===== src/rtl/wdt_sup_pkg.sv =====
`timescale 1ns/1ps
package wdt_sup_pkg;

    typedef enum logic [1:0] {
        ST_DOWN   = 2'd0,
        ST_HOLD   = 2'd1,
        ST_RUN    = 2'd2,
        ST_EXPIRE = 2'd3
    } sup_state_e;

    function automatic int cycles_for_ns(input int ns, input int period_ns);
        int c;
        c = (ns + period_ns - 1) / period_ns;
        return (c < 1) ? 1 : c;
    endfunction

endpackage


===== src/rtl/sync_2ff.sv =====
`timescale 1ns/1ps
module sync_2ff #(
    parameter int           W       = 1,
    parameter logic [W-1:0] RST_VAL = '0
) (
    input  logic         clk,
    input  logic         arst_n,
    input  logic [W-1:0] d_i,
    output logic [W-1:0] q_o
);
    logic [W-1:0] stage1;

    always_ff @(posedge clk or negedge arst_n) begin
        if (!arst_n) begin
            stage1 <= RST_VAL;
            q_o    <= RST_VAL;
        end else begin
            stage1 <= d_i;
            q_o    <= stage1;
        end
    end
endmodule


===== src/rtl/min_width_qual.sv =====
`timescale 1ns/1ps
module min_width_qual #(
    parameter int MIN_CYC = 4
) (
    input  logic clk,
    input  logic arst_n,
    input  logic level_i,
    output logic qual_o
);
    localparam int CW = $clog2(MIN_CYC + 1);

    logic [CW-1:0] run_cnt;

    always_ff @(posedge clk or negedge arst_n) begin
        if (!arst_n) begin
            run_cnt <= '0;
            qual_o  <= 1'b0;
        end else if (!level_i) begin
            run_cnt <= '0;
            qual_o  <= 1'b0;
        end else if (run_cnt == CW'(MIN_CYC - 1)) begin
            qual_o  <= 1'b1;
        end else begin
            run_cnt <= run_cnt + 1'b1;
        end
    end
endmodule


===== src/rtl/wdt_supervisor.sv =====
`timescale 1ns/1ps
module wdt_supervisor
    import wdt_sup_pkg::*;
#(
    parameter int TIMEOUT_TICKS  = 25000,
    parameter int CLK_PERIOD_NS  = 4,
    parameter int KICK_MIN_NS    = 100,
    parameter int MR_MIN_NS      = 1000,
    parameter bit EN_ACTIVE_HIGH = 1'b1
) (
    input  logic clk,
    input  logic arst_n,
    input  logic supply_ok_i,
    input  logic kick_i,
    input  logic mrst_n_i,
    input  logic wd_en_i,
    output logic reset_n_o
);
    localparam int DLY1     = TIMEOUT_TICKS;
    localparam int DLY2     = (TIMEOUT_TICKS / 10 < 1) ? 1 : TIMEOUT_TICKS / 10;
    localparam int CNT_W    = $clog2(TIMEOUT_TICKS + 1);
    localparam int KICK_CYC = cycles_for_ns(KICK_MIN_NS, CLK_PERIOD_NS);
    localparam int MR_CYC   = cycles_for_ns(MR_MIN_NS, CLK_PERIOD_NS);

    // synchronised inputs: [3] supply, [2] kick, [1] manual (active low), [0] enable
    logic [3:0] raw_in;
    logic [3:0] syn_in;
    logic       sup_ok_s;
    logic       wd_on;
    logic       mr_act;
    logic       kick_q;
    logic       kick_q_d;
    logic       kick_edge;

    assign raw_in = {supply_ok_i, kick_i, mrst_n_i, wd_en_i};

    sync_2ff #(.W(4), .RST_VAL(4'b0010)) u_sync (
        .clk    (clk),
        .arst_n (arst_n),
        .d_i    (raw_in),
        .q_o    (syn_in)
    );

    assign sup_ok_s = syn_in[3];

    generate
        if (EN_ACTIVE_HIGH) begin : g_en_hi
            assign wd_on = syn_in[0];
        end else begin : g_en_lo
            assign wd_on = ~syn_in[0];
        end
    endgenerate

    min_width_qual #(.MIN_CYC(KICK_CYC)) u_kick_qual (
        .clk     (clk),
        .arst_n  (arst_n),
        .level_i (syn_in[2]),
        .qual_o  (kick_q)
    );

    min_width_qual #(.MIN_CYC(MR_CYC)) u_mr_qual (
        .clk     (clk),
        .arst_n  (arst_n),
        .level_i (~syn_in[1]),
        .qual_o  (mr_act)
    );

    always_ff @(posedge clk or negedge arst_n) begin
        if (!arst_n) kick_q_d <= 1'b0;
        else         kick_q_d <= kick_q;
    end

    assign kick_edge = kick_q & ~kick_q_d;

    sup_state_e       state_q, state_n;
    logic [CNT_W-1:0] cnt_q, cnt_n;

    always_comb begin
        state_n = state_q;
        cnt_n   = cnt_q;
        if (!sup_ok_s || mr_act) begin
            state_n = ST_DOWN;
            cnt_n   = '0;
        end else begin
            unique case (state_q)
                ST_DOWN: begin
                    state_n = ST_HOLD;
                    cnt_n   = '0;
                end
                ST_HOLD: begin
                    if (cnt_q == CNT_W'(DLY1 - 1)) begin
                        state_n = ST_RUN;
                        cnt_n   = '0;
                    end else begin
                        cnt_n = cnt_q + 1'b1;
                    end
                end
                ST_RUN: begin
                    if (!wd_on || kick_edge) begin
                        cnt_n = '0;
                    end else if (cnt_q == CNT_W'(TIMEOUT_TICKS - 1)) begin
                        state_n = ST_EXPIRE;
                        cnt_n   = '0;
                    end else begin
                        cnt_n = cnt_q + 1'b1;
                    end
                end
                ST_EXPIRE: begin
                    if (cnt_q == CNT_W'(DLY2 - 1)) begin
                        state_n = ST_RUN;
                        cnt_n   = '0;
                    end else begin
                        cnt_n = cnt_q + 1'b1;
                    end
                end
                default: begin
                    state_n = ST_DOWN;
                    cnt_n   = '0;
                end
            endcase
        end
    end

    // state register
    always_ff @(posedge clk or negedge arst_n) begin
        if (!arst_n) begin
            state_q <= ST_DOWN;
            cnt_q   <= '0;
        end else begin
            state_q <= state_n;
            cnt_q   <= cnt_n;
        end
    end

    // output register
    always_ff @(posedge clk or negedge arst_n) begin
        if (!arst_n) reset_n_o <= 1'b0;
        else         reset_n_o <= (state_n == ST_RUN);
    end
endmodule


===== config.mk =====
export PLATFORM = sky130hd
export DESIGN_NAME = wdt_supervisor
export DESIGN_NICKNAME = d
export VERILOG_FILES = /design/src/rtl/wdt_sup_pkg.sv /design/src/rtl/sync_2ff.sv /design/src/rtl/min_width_qual.sv /design/src/rtl/wdt_supervisor.sv
export SDC_FILE = /design/constraint.sdc
export NUM_CORES = 1
export LEC_CHECK = 0
export ABC_CLOCK_PERIOD_IN_PS = 2250
export BUFFER_PORTS_ARGS = -buffer_cell sky130_fd_sc_hd__buf_2
export CORE_MARGIN = 2
export CORE_UTILIZATION = 35
export DETAILED_ROUTE_END_ITERATION = 8
export GPL_ROUTABILITY_DRIVEN = 0
export HOLD_SLACK_MARGIN = 0.03
export SETUP_SLACK_MARGIN = 0.1
export SLEW_MARGIN = 20
export SYNTH_ARGS = -nofsm -noshare
export SYNTH_HDL_FRONTEND = slang
export SYNTH_SLANG_ARGS = --single-unit

===== constraint.sdc =====
create_clock -name clk -period 2.25 [get_ports clk]
set_input_delay 0.3375 -clock clk [delete_from_list [all_inputs] [get_ports clk]]
set_output_delay 0.3375 -clock clk [all_outputs]
set_load 0.02 [all_outputs]

# [After elaboration in Yosys (flattened, before gate mapping)]
# Index checks and enable logic that the tools add are counted.
[word_totals] reg_bits=42 input_bits=6 word_cells=51
[classes] n_addsub=3 eq_ne=11 mux=19 n_bitwise=2 reduce_logical=6
[op_table] cell="two-way mux 15 bit" count=4
[op_table] cell="case mux 15 bit (4 select lines)" count=1
[op_table] cell="two-way mux 8 bit" count=2
[op_table] cell="adder 15 x 1 -> 15 bit (second input constant)" count=1
[op_table] cell="equality test 15 x 12 -> 1 bit (second input constant)" count=1
[op_table] cell="equality test 15 bit (second input constant)" count=1
[op_table] cell="two-way mux 2 bit" count=5
[op_table] cell="two-way mux 5 bit" count=2
[op_table] cell="adder 8 x 1 -> 8 bit (second input constant)" count=1
[op_table] cell="equality test 8 bit (second input constant)" count=1
[op_table] cell="case mux 2 bit (4 select lines)" count=1
[op_table] cell="equality test 2 bit (second input constant)" count=3
[op_table] cell="adder 5 x 1 -> 5 bit (second input constant)" count=1
[op_table] cell="equality test 5 bit (second input constant)" count=1
[op_table] cell="two-way mux 1 bit" count=4
[op_table] cell="!= test 2 bit (second input constant)" count=2
[op_table] cell="equality test 2 x 1 -> 1 bit (second input constant)" count=1
[op_table] cell="zero test 1 bit" count=2
[op_table] cell="zero test 2 bit" count=1
[op_table] cell="logical OR 1 bit" count=2
[op_table] cell="!= test 2 x 1 -> 1 bit (second input constant)" count=1
[op_table] cell="nonzero test 2 bit" count=1
[op_table] cell="AND 1 bit" count=1
[op_table] cell="inverter 1 bit" count=1

# [Longest topological paths before layout]
# Gate-level depths: netlist (run 1).
[depth] word_depth=7 mapped_depth=7 ltp_nobuf=7

# [Hierarchy]
# From an unflattened synthesis (run 1), not the netlist that was laid out.
[hier_totals] hier_cells=182 area_unflattened_um2=2008.2
[modules_own_cells] mod="wdt_supervisor" n_inst=1 cells_each=101 area_each_um2=1028.5
[modules_own_cells] mod="min_width_qual (u_mr_qual)" n_inst=1 cells_each=43 area_each_um2=451.7
[modules_own_cells] mod="min_width_qual (u_kick_qual)" n_inst=1 cells_each=30 area_each_um2=325.3
[modules_own_cells] mod="sync_2ff" n_inst=1 cells_each=8 area_each_um2=202.7

# [Worst setup path after synthesis (run 1)]
# Ideal clock, no wire load.
[synth_path] kind="register -> register" startpoint="register cnt_q[0]" endpoint="register cnt_q[12]" arrival_ns=1.963 required_ns=2.131 path_slack_ns=0.168 stages_incl_launch_ff=8 n_path_buf=1 cell_sequence="dfrtp_1 -> ha_1 -> or4b_4 -> or2_1 -> a22o_2 -> o21ai_4 -> buf_8 -> nor2_2"
[synth_via] elab_chain_len=5
[synth_lines] item="from (decl)" line="wdt_supervisor.sv:76" source="logic [CNT_W-1:0] cnt_q, cnt_n;"
[synth_lines] item="from (signal assigned)" line="wdt_supervisor.sv:131" source="cnt_q <= cnt_n;"
[synth_lines] item="adder 15 x 1 -> 15 bit or equality test 15 bit (tied branches)"
[synth_lines] item="two-way mux 15 bit" line="wdt_supervisor.sv:91, wdt_supervisor.sv:101"
[synth_lines] item="two-way mux 15 bit" line="wdt_supervisor.sv:99" source="if (!wd_on || kick_edge) begin"
[synth_lines] item="case mux 15 bit (4 select lines) (*)" line="wdt_supervisor.sv:85" source="unique case (state_q)"
[synth_lines] item="two-way mux 15 bit (*)" line="wdt_supervisor.sv:81" source="if (!sup_ok_s || mr_act) begin"
[synth_lines] item="net cnt_n[12]" line="wdt_supervisor.sv:76"
# Mark *: on every way through the listed nets, which the timed path passes. The rest lies on a longest branch.
# A chain may end at the register's enable or synchronous reset.

# [Final worst setup path (run 1)]
[layout_path] startpoint="register cnt_q[0]" endpoint="register cnt_q[4]"
# Same word-level chain as after synthesis.

==> impl_metrics.yaml, run 1 <==
synthesis:
  synth_cell_types: 42
  syn_area_per_cell_um2: 11.1
  synth_edf_count: 0
  netlist_area_mm2: 0.00195
  netlist_instances: 175
  ys_ff_latch: 42
  synth-seq-area-share_pct: 54.1
  async_reset_ff_share_pct: 100
  ys.warnings.count: 0
  synth_fp_nets: 186
  ys.flop_type: "dfrtp_1"
routing:
  vias_per_cell: 4.69
  num_vias: 1244
  remaining_drc_errors: 0
  wl_met1_mm: 1.49
  dr.first_iter.drc_count: 72
  drt-total-wl_mm: 3.10
  post_drt_wl_per_cell_um: 11.7
  wl_met3_um: 102
  dr_wl_met2_mm: 1.46
  dr.max_layer_used: "met4"
  dr.pass1.iters: 4
  ant_nets: 0
floorplanning:
  core_mm2: 0.00544
  die_x_um: 78.6
  initial_core_util_pct: 35.8
  io_pins: 7
  dieArea_mm2: 0.00618
  die_y_um: 78.6
  row_count: 27
clock_network:
  root_buffer: "clkbuf_8"
  clk_latency_ns: 0.30
  cts-htree-levels: 2
  cts-buffers-inserted: 5
  clkSinkCount: 42
  cts_tree: "done"
  clockBufferDepth: 2
  clk_pin_slew_ns: 0.08
placed_design:
  portBuffers: 6
  dpl.hpwl_mm: 2.20
  placed_cells: 254
pwr:
  peakVddDrop_uv: 239
  p_per_area_mw_per_mm2: 610
  leakagePower_uw: 0.000926
finish:
  drive_gt1_share_pct: 22.3
  fin_cells: 265
  diodes: 0
  area_delta_synth_final_pct: 13.9
  nets: 203
global_route:
  grt_pass1_vias: 1292
  grt_overflow: 0
  grt_max_degree: 19
  antenna_found_initial: 0
  grt_pass1_wl_mm: 5.76
  track_usage_pct: 12.0
timing:
  fin_crit_ns: 2.06
  setup_tns_ns: 0
  max_freq_mhz: 485
  rsz0062_at_grt: "no"
  worstMarginPinSlew_ns: 0.583
  finClkSkew_ns: 0.00828
  setup_viol: 0
  relSlewSlack_pct: 60.8
  timing_hold_violations_final: 0
  period_share_pct: 91.7
  hold_ws_ns: 0.143
  maxSlewViolCount: 0
run_status:
  status: "finished, final reports clean"
setup_path:
  critPathKind: "register to register"
  cp-start-kind: "register"
  cp-end-kind: "register"
  worstPathMaxFanout: 15
  worstPathRequired_ns: 2.44
  cp.arrival_ns: 2.25
hold_path:
  min_path_type: "input pin to register"
flow_run:
  max_cap_violations: 0
report_power, final:
group	switching [µW]	internal (µW)	leakage, µW
registers	18.4	774	0.000558
logic	40.1	31.0	0.000325
clock network	272	218	0.0000441
cell type report:
cell class / instances / area, µm²
Multi-Input combinational cell: 123 / 865
Tap cell: 72 / 90.1
Inverter: 8 / 30.0
Clock inverter: 3 / 21.3
Timing Repair Buffer: 12 / 90.1
Sequential cell: 42 / 1050
Clock buffer: 5 / 68.8
Fill cell: 544 / 3220
cells in the final DEF, fill, tap and decap left out, types with 3 or more instances in the layout:
cell type / count
a21oi_1: 6
and2_1: 3
buf_2: 6
buf_4: 4
clkbuf_8: 5
dfrtp_1: 40
ha_1: 4
inv_1: 8
nand2_1: 8
nand3_1: 10
nor2_1: 20
nor2_2: 10
nor3_1: 6
o21ai_0: 3
xnor2_1: 12
xor2_1: 10
registers in the layout, summed over array words and instances (netlist names):
name                 flops
state_q                  2
u_mr_qual.run_cnt        8
reset_n_o                1
u_kick_qual.run_cnt      5
u_sync.q_o               4
u_sync.stage1            4
cnt_q                   15
kick_q_d                 1
u_kick_qual.qual_o       1
u_mr_qual.qual_o         1
cell families after synthesis:
group | after synthesis | share of synthesized area [%]
compound gates | 16 | 5.72
xor+xnor | 22 | 9.89
fa+ha+maj | 5 | 3.21
buf+inv | 10 | 2.50
flops | 42 | 54.1
simple gates | 80 | 24.6
per-stage QoR:
step / cell area [µm²] / total power [µW] / setup WS (ns) / util [%]
after floorplan: 1950 / 842 / 0.168 / -
after global placement: 2080 / 873 / 0.147 / 38.3
after detailed placement: 2080 / 877 / 0.0878 / 38.3
after CTS: 2190 / 1370 / 0.105 / 40.3
after global routing: 2220 / 1420 / 0.0978 / 40.8
final: 2220 / 1350 / 0.187 / 40.8
synth_stat cells (2+ instances only):
library cell	n	area (µm²)
nand4_1	2	12.5
nand2_1	8	30.0
and3_1	2	12.5
and2_1	3	18.8
dfstp_2	2	52.6
xor2_1	10	87.6
or3_1	2	12.5
nor2_1	20	75.1
nor3_1	6	30.0
a21oi_1	6	30.0
o21ai_0	3	15.0
dfrtp_1	40	1000
ha_1	5	62.6
xnor2_1	12	105
nand3_1	10	50.1
nor2_2	10	62.6
inv_1	8	30.0
nor4_1	2	12.5
routing by layer:
metal  vias up  global-route usage (%)
met3         5                    3.79
met1       603                    15.1
met2        11                    19.4
li1        625                       -
met4         0                    4.21
met5         -                       0
what timing repair did:
action	CTS	global route
pin swaps	0	2
endpoints found under the hold margin	16	0
hold buffers	1	0
resized for setup	1	2
setup buffers	0	2
endpoints found under the setup margin	1	17
critical path: stages, from the launching register on:
cell,delay [ns]
dfrtp_1,0.43
ha_4,0.17
or4b_4,0.49
or2_1,0.26
a22o_2,0.25
o21ai_4,0.14
buf_12,0.17
nor2_1,0.06
path summary, 6_finish.rpt:
kind	start	end	slack (ns)	cells past startpoint
worst min-delay path	mrst_n_i	u_sync.stage1[1]	0.14	1
worst max-delay path	cnt_q[0]	cnt_q[4]	0.19	7
worst min register to register	u_sync.stage1[1]	u_sync.q_o[1]	0.35	0
max in group asynchronous	arst_n	u_sync.stage1[1]	1.15	3
worst max register to register	cnt_q[0]	cnt_q[4]	0.19	7
min in group asynchronous	arst_n	u_kick_qual.run_cnt[3]	0.49	2
Power figures use the tool's default switching activity.
==> run 2, diff against run 1 <==
--- a/config.mk
+++ b/config.mk
@@ -5,13 +5,13 @@
 export SDC_FILE = /design/constraint.sdc
 export NUM_CORES = 1
 export LEC_CHECK = 0
-export ABC_CLOCK_PERIOD_IN_PS = 2250
 export BUFFER_PORTS_ARGS = -buffer_cell sky130_fd_sc_hd__buf_2
 export CORE_MARGIN = 2
 export CORE_UTILIZATION = 35
 export DETAILED_ROUTE_END_ITERATION = 8
 export GPL_ROUTABILITY_DRIVEN = 0
 export HOLD_SLACK_MARGIN = 0.03
+export MAX_ROUTING_LAYER = met4
 export SETUP_SLACK_MARGIN = 0.1
 export SLEW_MARGIN = 20
 export SYNTH_ARGS = -nofsm -noshare
==> impl_metrics.yaml, run 2 (synthesized netlist as in run 1, its figures left out) <==
run_status:
  status: "finished, final reports clean"
floorplanning:
  core_mm2: 0.00544
  row_count: 27
  die_y_um: 78.6
  initial_core_util_pct: 35.8
  dieArea_mm2: 0.00618
  die_x_um: 78.6
  io_pins: 7
setup_path:
  r2r-start: "cnt_q[0]"
  rrSetupSlack_ns: 0.18
  cp.arrival_ns: 2.26
  worstPathRequired_ns: 2.44
  critPathKind: "register to register"
  rr_endpoint: "cnt_q[4]"
  timing.critical_path.from: "cnt_q[0]"
  cp-start-kind: "register"
  cp-end-kind: "register"
  worstPathMaxFanout: 15
  crit_path_top_delay_cell: "or4b_4"
  cp_slowest_stage_delay_ns: 0.49
  r2r_cells: 7
  cp_cell_sequence: "ha_4, or4b_4, or2_1, a22o_2, o21ai_4, buf_12, nor2_1"
  critical_path.endpoint: "cnt_q[4]"
timing:
  setup_viol: 0
  period_share_pct: 91.8
  max_freq_mhz: 484
  maxSlewViolCount: 0
  fin_crit_ns: 2.07
  rsz0062_at_grt: "no"
  worstMarginPinSlew_ns: 0.588
  timing_hold_violations_final: 0
  finClkSkew_ns: 0.00818
  setup_tns_ns: 0
  relSlewSlack_pct: 60.5
finish:
  final_cell_mix: "dfrtp_1, nor2_1, xnor2_1"
  nets: 203
  area_delta_synth_final_pct: 13.9
  drive_gt1_share_pct: 22.3
  diodes: 0
  final_common_cell: "dfrtp_1"
  largest_register: "cnt_q"
  stdcell_area_mm2: 0.00222
  largest_register_ffs: 15
  final_core_util_pct: 40.8
  reg.largest.list: "cnt_q (15), u_mr_qual.run_cnt (8), u_kick_qual.run_cnt (5)"
global_route:
  antenna_found_initial: 0
  grt_pass1_vias: 1293
  grt_pass1_wl_mm: 5.76
  grt_max_degree: 19
  track_usage_pct: 12.3
  grt_overflow: 0
routing:
  dr.pass1.iters: 4
  ant_nets: 0
  post_drt_wl_per_cell_um: 11.7
  remaining_drc_errors: 0
  drt-total-wl_mm: 3.10
  num_vias: 1239
  dr.first_iter.drc_count: 75
  vias_per_cell: 4.68
clock_network:
  clockBufferDepth: 2
  clk_latency_ns: 0.30
  clk_pin_slew_ns: 0.08
  cts-htree-levels: 2
  clkSinkCount: 42
  cts_tree: "done"
  root_buffer: "clkbuf_8"
  cts-buffers-inserted: 5
flow_run:
  max_cap_violations: 0
pwr:
  power.total_uw: 1350
  p_per_area_mw_per_mm2: 610
  peakVddDrop_uv: 238
  leakagePower_uw: 0.000926
placed_design:
  portBuffers: 6
  dpl.hpwl_mm: 2.20
  postPlaceCellArea_mm2: 0.00208
hold_path:
  min_path_type: "input pin to register"
==> run 2: cell counts in the layout (fill, tap and decap cells not counted) <==
No cell type changed its count.
==> run 2: through the flow <==
step	hold slack, ns	setup slack, ns	instances
2_1_floorplan	0.0419	0.168	175
3_3_place_gp	0.288	0.147	254
5_1_grt	0.118	0.0978	265
3_5_place_dp	0.290	0.0878	254
6_report	0.143	0.185	265
4_1_cts	0.131	0.105	263
==> run 2: routing by layer <==
metal  GRT usage [%]  wire length, µm
met5               -                0
met4            4.21               44
met3            3.79              102
met2            19.3             1470
met1            15.2             1480
==> run 2: worst min-delay path by stage <==
stage | startpoint | to | slack [ns] | depth (start not counted)
2_1_floorplan | arst_n | cnt_q[0] | 0.04 | 0
3_3_place_gp | arst_n | u_sync.stage1[2] | 0.29 | 1
3_5_place_dp | arst_n | u_kick_qual.run_cnt[4] | 0.29 | 1
4_1_cts | mrst_n_i | u_sync.stage1[1] | 0.13 | 1
5_1_grt | mrst_n_i | u_sync.stage1[1] | 0.12 | 1
6_report | mrst_n_i | u_sync.stage1[1] | 0.14 | 1
==> run 2: timing repair <==
action | CTS | global route
gates resized for setup | 1 | 2
setup endpoints to repair | 1 | 17
endpoints found under the hold margin | 16 | 0
buffers inserted | 0 | 2
hold buffers | 1 | 0
pin swaps | 0 | 2
==> run 2: where the power goes <==
group	total, µW	switching [µW]	internal [µW]
clock network	489	271	218
logic	71.2	40.2	31.0
registers	793	18.4	774
==> run 2: area by class of cell <==
class / instances / area (µm²)
clock inverter: 3 / 21.3
tap: 72 / 90.1
clock buffer: 5 / 68.8
inverter: 8 / 30.0
timing repair buffer: 12 / 90.1
multi-input combinational: 123 / 865
sequential: 42 / 1050
fill: 544 / 3220
==> run 2: worst max-delay path, delay by kind of cell (launching register included) <==
kind	cells	cell delay [ns]
adders and majority gates	1	0.17
buffers and inverters	1	0.17
DFF	1	0.43
AOI/OAI and AO/OA	2	0.39
and+or+nand+nor	3	0.81
==> run 3, diff against run 2 <==
--- a/config.mk
+++ b/config.mk
@@ -5,13 +5,15 @@
 export SDC_FILE = /design/constraint.sdc
 export NUM_CORES = 1
 export LEC_CHECK = 0
+export ABC_AREA = 1
 export BUFFER_PORTS_ARGS = -buffer_cell sky130_fd_sc_hd__buf_2
 export CORE_MARGIN = 2
-export CORE_UTILIZATION = 35
+export CORE_UTILIZATION = 54
 export DETAILED_ROUTE_END_ITERATION = 8
 export GPL_ROUTABILITY_DRIVEN = 0
 export HOLD_SLACK_MARGIN = 0.03
 export MAX_ROUTING_LAYER = met4
+export PLACE_DENSITY = 0.78
 export SETUP_SLACK_MARGIN = 0.1
 export SLEW_MARGIN = 20
 export SYNTH_ARGS = -nofsm -noshare
==> impl_metrics.yaml, run 3 <==
synthesis:
  async_reset_ff_share_pct: 100
  synth.area.top_cells: "dfrtp_1, nand2_1, nor2_1"
  syn_area_per_cell_um2: 8.73
  netlist_instances: 230
  yosysMostFrequentCell: "dfrtp_1"
  synth_edf_count: 0
  yosysTopAreaCell: "dfrtp_1"
  synth-seq-area-share_pct: 52.5
  netlist_area_mm2: 0.00201
  ys_ff_latch: 42
  ys.flop_type: "dfrtp_1"
  synth_cell_types: 25
  synth_commonest_cells: "dfrtp_1, nand2_1, nor2_1, inv_1"
  ys.warnings.count: 0
  synthDominantCellAreaShare_pct: 49.9
  synth_fp_nets: 241
hold_path:
  worstHoldPathCells: 1
  min_path_type: "input pin to register"
  holdPathEnd: "u_sync.stage1[1]"
  hp-start: "mrst_n_i"
timing:
  timing_hold_violations_final: 0
  finClkSkew_ns: 0.00585
  hold_ws_ns: 0.140
  fin_crit_ns: 1.45
  maxSlewViolCount: 0
  relSlewSlack_pct: 71.9
  setup_viol: 0
  period_share_pct: 64.4
  setup_tns_ns: 0
  setup_slack_ns: 0.801
  worstMarginPinSlew_ns: 0.420
  max_freq_mhz: 690
  rsz0062_at_grt: "no"
setup_path:
  rr_endpoint: "cnt_q[10]"
  rrSetupSlack_ns: 0.80
  cp-start-kind: "register"
  critPathKind: "register to register"
  cp-end-kind: "register"
  cp.arrival_ns: 1.64
  r2r-start: "cnt_q[0]"
  worstPathMaxFanout: 4
  r2r_cells: 8
  worstPathRequired_ns: 2.44
routing:
  drt-total-wl_mm: 3.49
  remaining_drc_errors: 0
  dr.first_iter.drc_count: 44
  dr_wl_met2_mm: 1.72
  vias_per_cell: 5.03
  wl_met3_um: 85
  wl_met1_mm: 1.58
  post_drt_wl_per_cell_um: 11.9
  num_vias: 1478
  dr.max_layer_used: "met4"
  dr.pass1.iters: 4
  ant_nets: 0
finish:
  final_common_cell: "dfrtp_1"
  final_cell_mix: "dfrtp_1, nand2_1, nor2_1"
  largest_register_ffs: 15
  nets: 256
  reg.largest.list: "cnt_q (15), u_mr_qual.run_cnt (8), u_kick_qual.run_cnt (5)"
  largest_register: "cnt_q"
  diodes: 0
  num-fill-cells: 329
  area_delta_synth_final_pct: 10.4
  drive_gt1_share_pct: 15.9
global_route:
  grt_pass1_vias: 1449
  grt_pass1_wl_mm: 6.01
  antenna_found_initial: 0
  grt_max_degree: 18
  track_usage_pct: 19.6
  grt_overflow: 0
floorplanning:
  core_mm2: 0.00361
  initial_core_util_pct: 55.7
  dieArea_mm2: 0.00422
  die_y_um: 65.0
  die_x_um: 65.0
  row_count: 22
  io_pins: 7
placed_design:
  dpl.hpwl_mm: 2.60
  pre_cts_ws_ns: 0.818
  portBuffers: 6
clock_network:
  clk_pin_slew_ns: 0.08
  root_buffer: "clkbuf_8"
  clkSinkCount: 42
  cts-buffers-inserted: 5
  clockBufferDepth: 2
  clk_latency_ns: 0.29
  cts-htree-levels: 2
  cts_tree: "done"
pwr:
  peakVddDrop_uv: 527
  leakagePower_uw: 0.00103
  p_per_area_mw_per_mm2: 648
run_status:
  status: "finished, final reports clean"
flow_run:
  max_cap_violations: 0
## run 3: report_power, final
part,leakage [µW],switching [µW],internal [µW]
logic,0.000426,40.1,21.7
registers,0.000558,13.7,773
clock network,0.0000504,258,330
total,0.00103,312,1120
## run 3: layer usage
| layer | up-vias | track usage [%] |
|---|---|---|
| met1 | 688 | 22.1 |
| met2 | 24 | 32.7 |
| met4 | 0 | 9.31 |
| met5 | - | - |
| met3 | 10 | 4.86 |
| li1 | 756 | - |
## run 3: kinds of logic after synthesis
kind of cell / count (synthesis) / share of synthesized area, %
AND/OR/NAND/NOR: 119 / 27.3
adder cells (fa/ha/maj): 5 / 3.12
XOR/XNOR: 9 / 3.93
flip-flops: 42 / 52.5
AO/OA/AOI/OAI: 23 / 6.36
buffers and inverters: 32 / 6.80
## run 3: cell type report
cell class,instances,area (µm²),area share (%)
Clock buffer,5,68.8,3.11
Tap cell,48,60.1,2.71
Timing Repair Buffer,9,55.1,2.48
Inverter,31,116,5.25
Clock inverter,3,45.0,2.03
Multi-Input combinational cell,156,817,36.9
Sequential cell,42,1050,47.5
## run 3: worst max-delay path: stages (launching register included)
cell	delay [ns]
dfrtp_1	0.37
ha_1	0.23
nand2_1	0.11
nor2_1	0.22
nand2_1	0.14
nor2_1	0.10
nand2_1	0.05
nand2_1	0.08
nor2_2	0.04
## run 3: worst max path at each step
stage	end	from	slack [ns]
after global placement	cnt_q[12]	cnt_q[0]	0.87
after global routing	cnt_q[0]	cnt_q[0]	0.65
after floorplan	cnt_q[7]	cnt_q[0]	0.92
after detailed placement	cnt_q[12]	cnt_q[0]	0.82
final	cnt_q[10]	cnt_q[0]	0.80
after CTS	cnt_q[10]	cnt_q[0]	0.80
## run 3: per-stage QoR
step / cells / total power, µW / utilization (%) / cell area (µm²)
final: 294 / 1440 / 61.5 / 2220
after global routing: 294 / 1490 / 61.5 / 2220
after CTS: 294 / 1450 / 61.5 / 2220
after detailed placement: 285 / 864 / 58.0 / 2090
after global placement: 285 / 859 / 58.0 / 2090
after floorplan: 230 / 833 / - / 2010
## run 3: repair_timing
action	in CTS	in global routing
endpoints found under the hold margin	13	0
buffers inserted	0	0
hold buffers	1	0
gates resized for setup	0	0
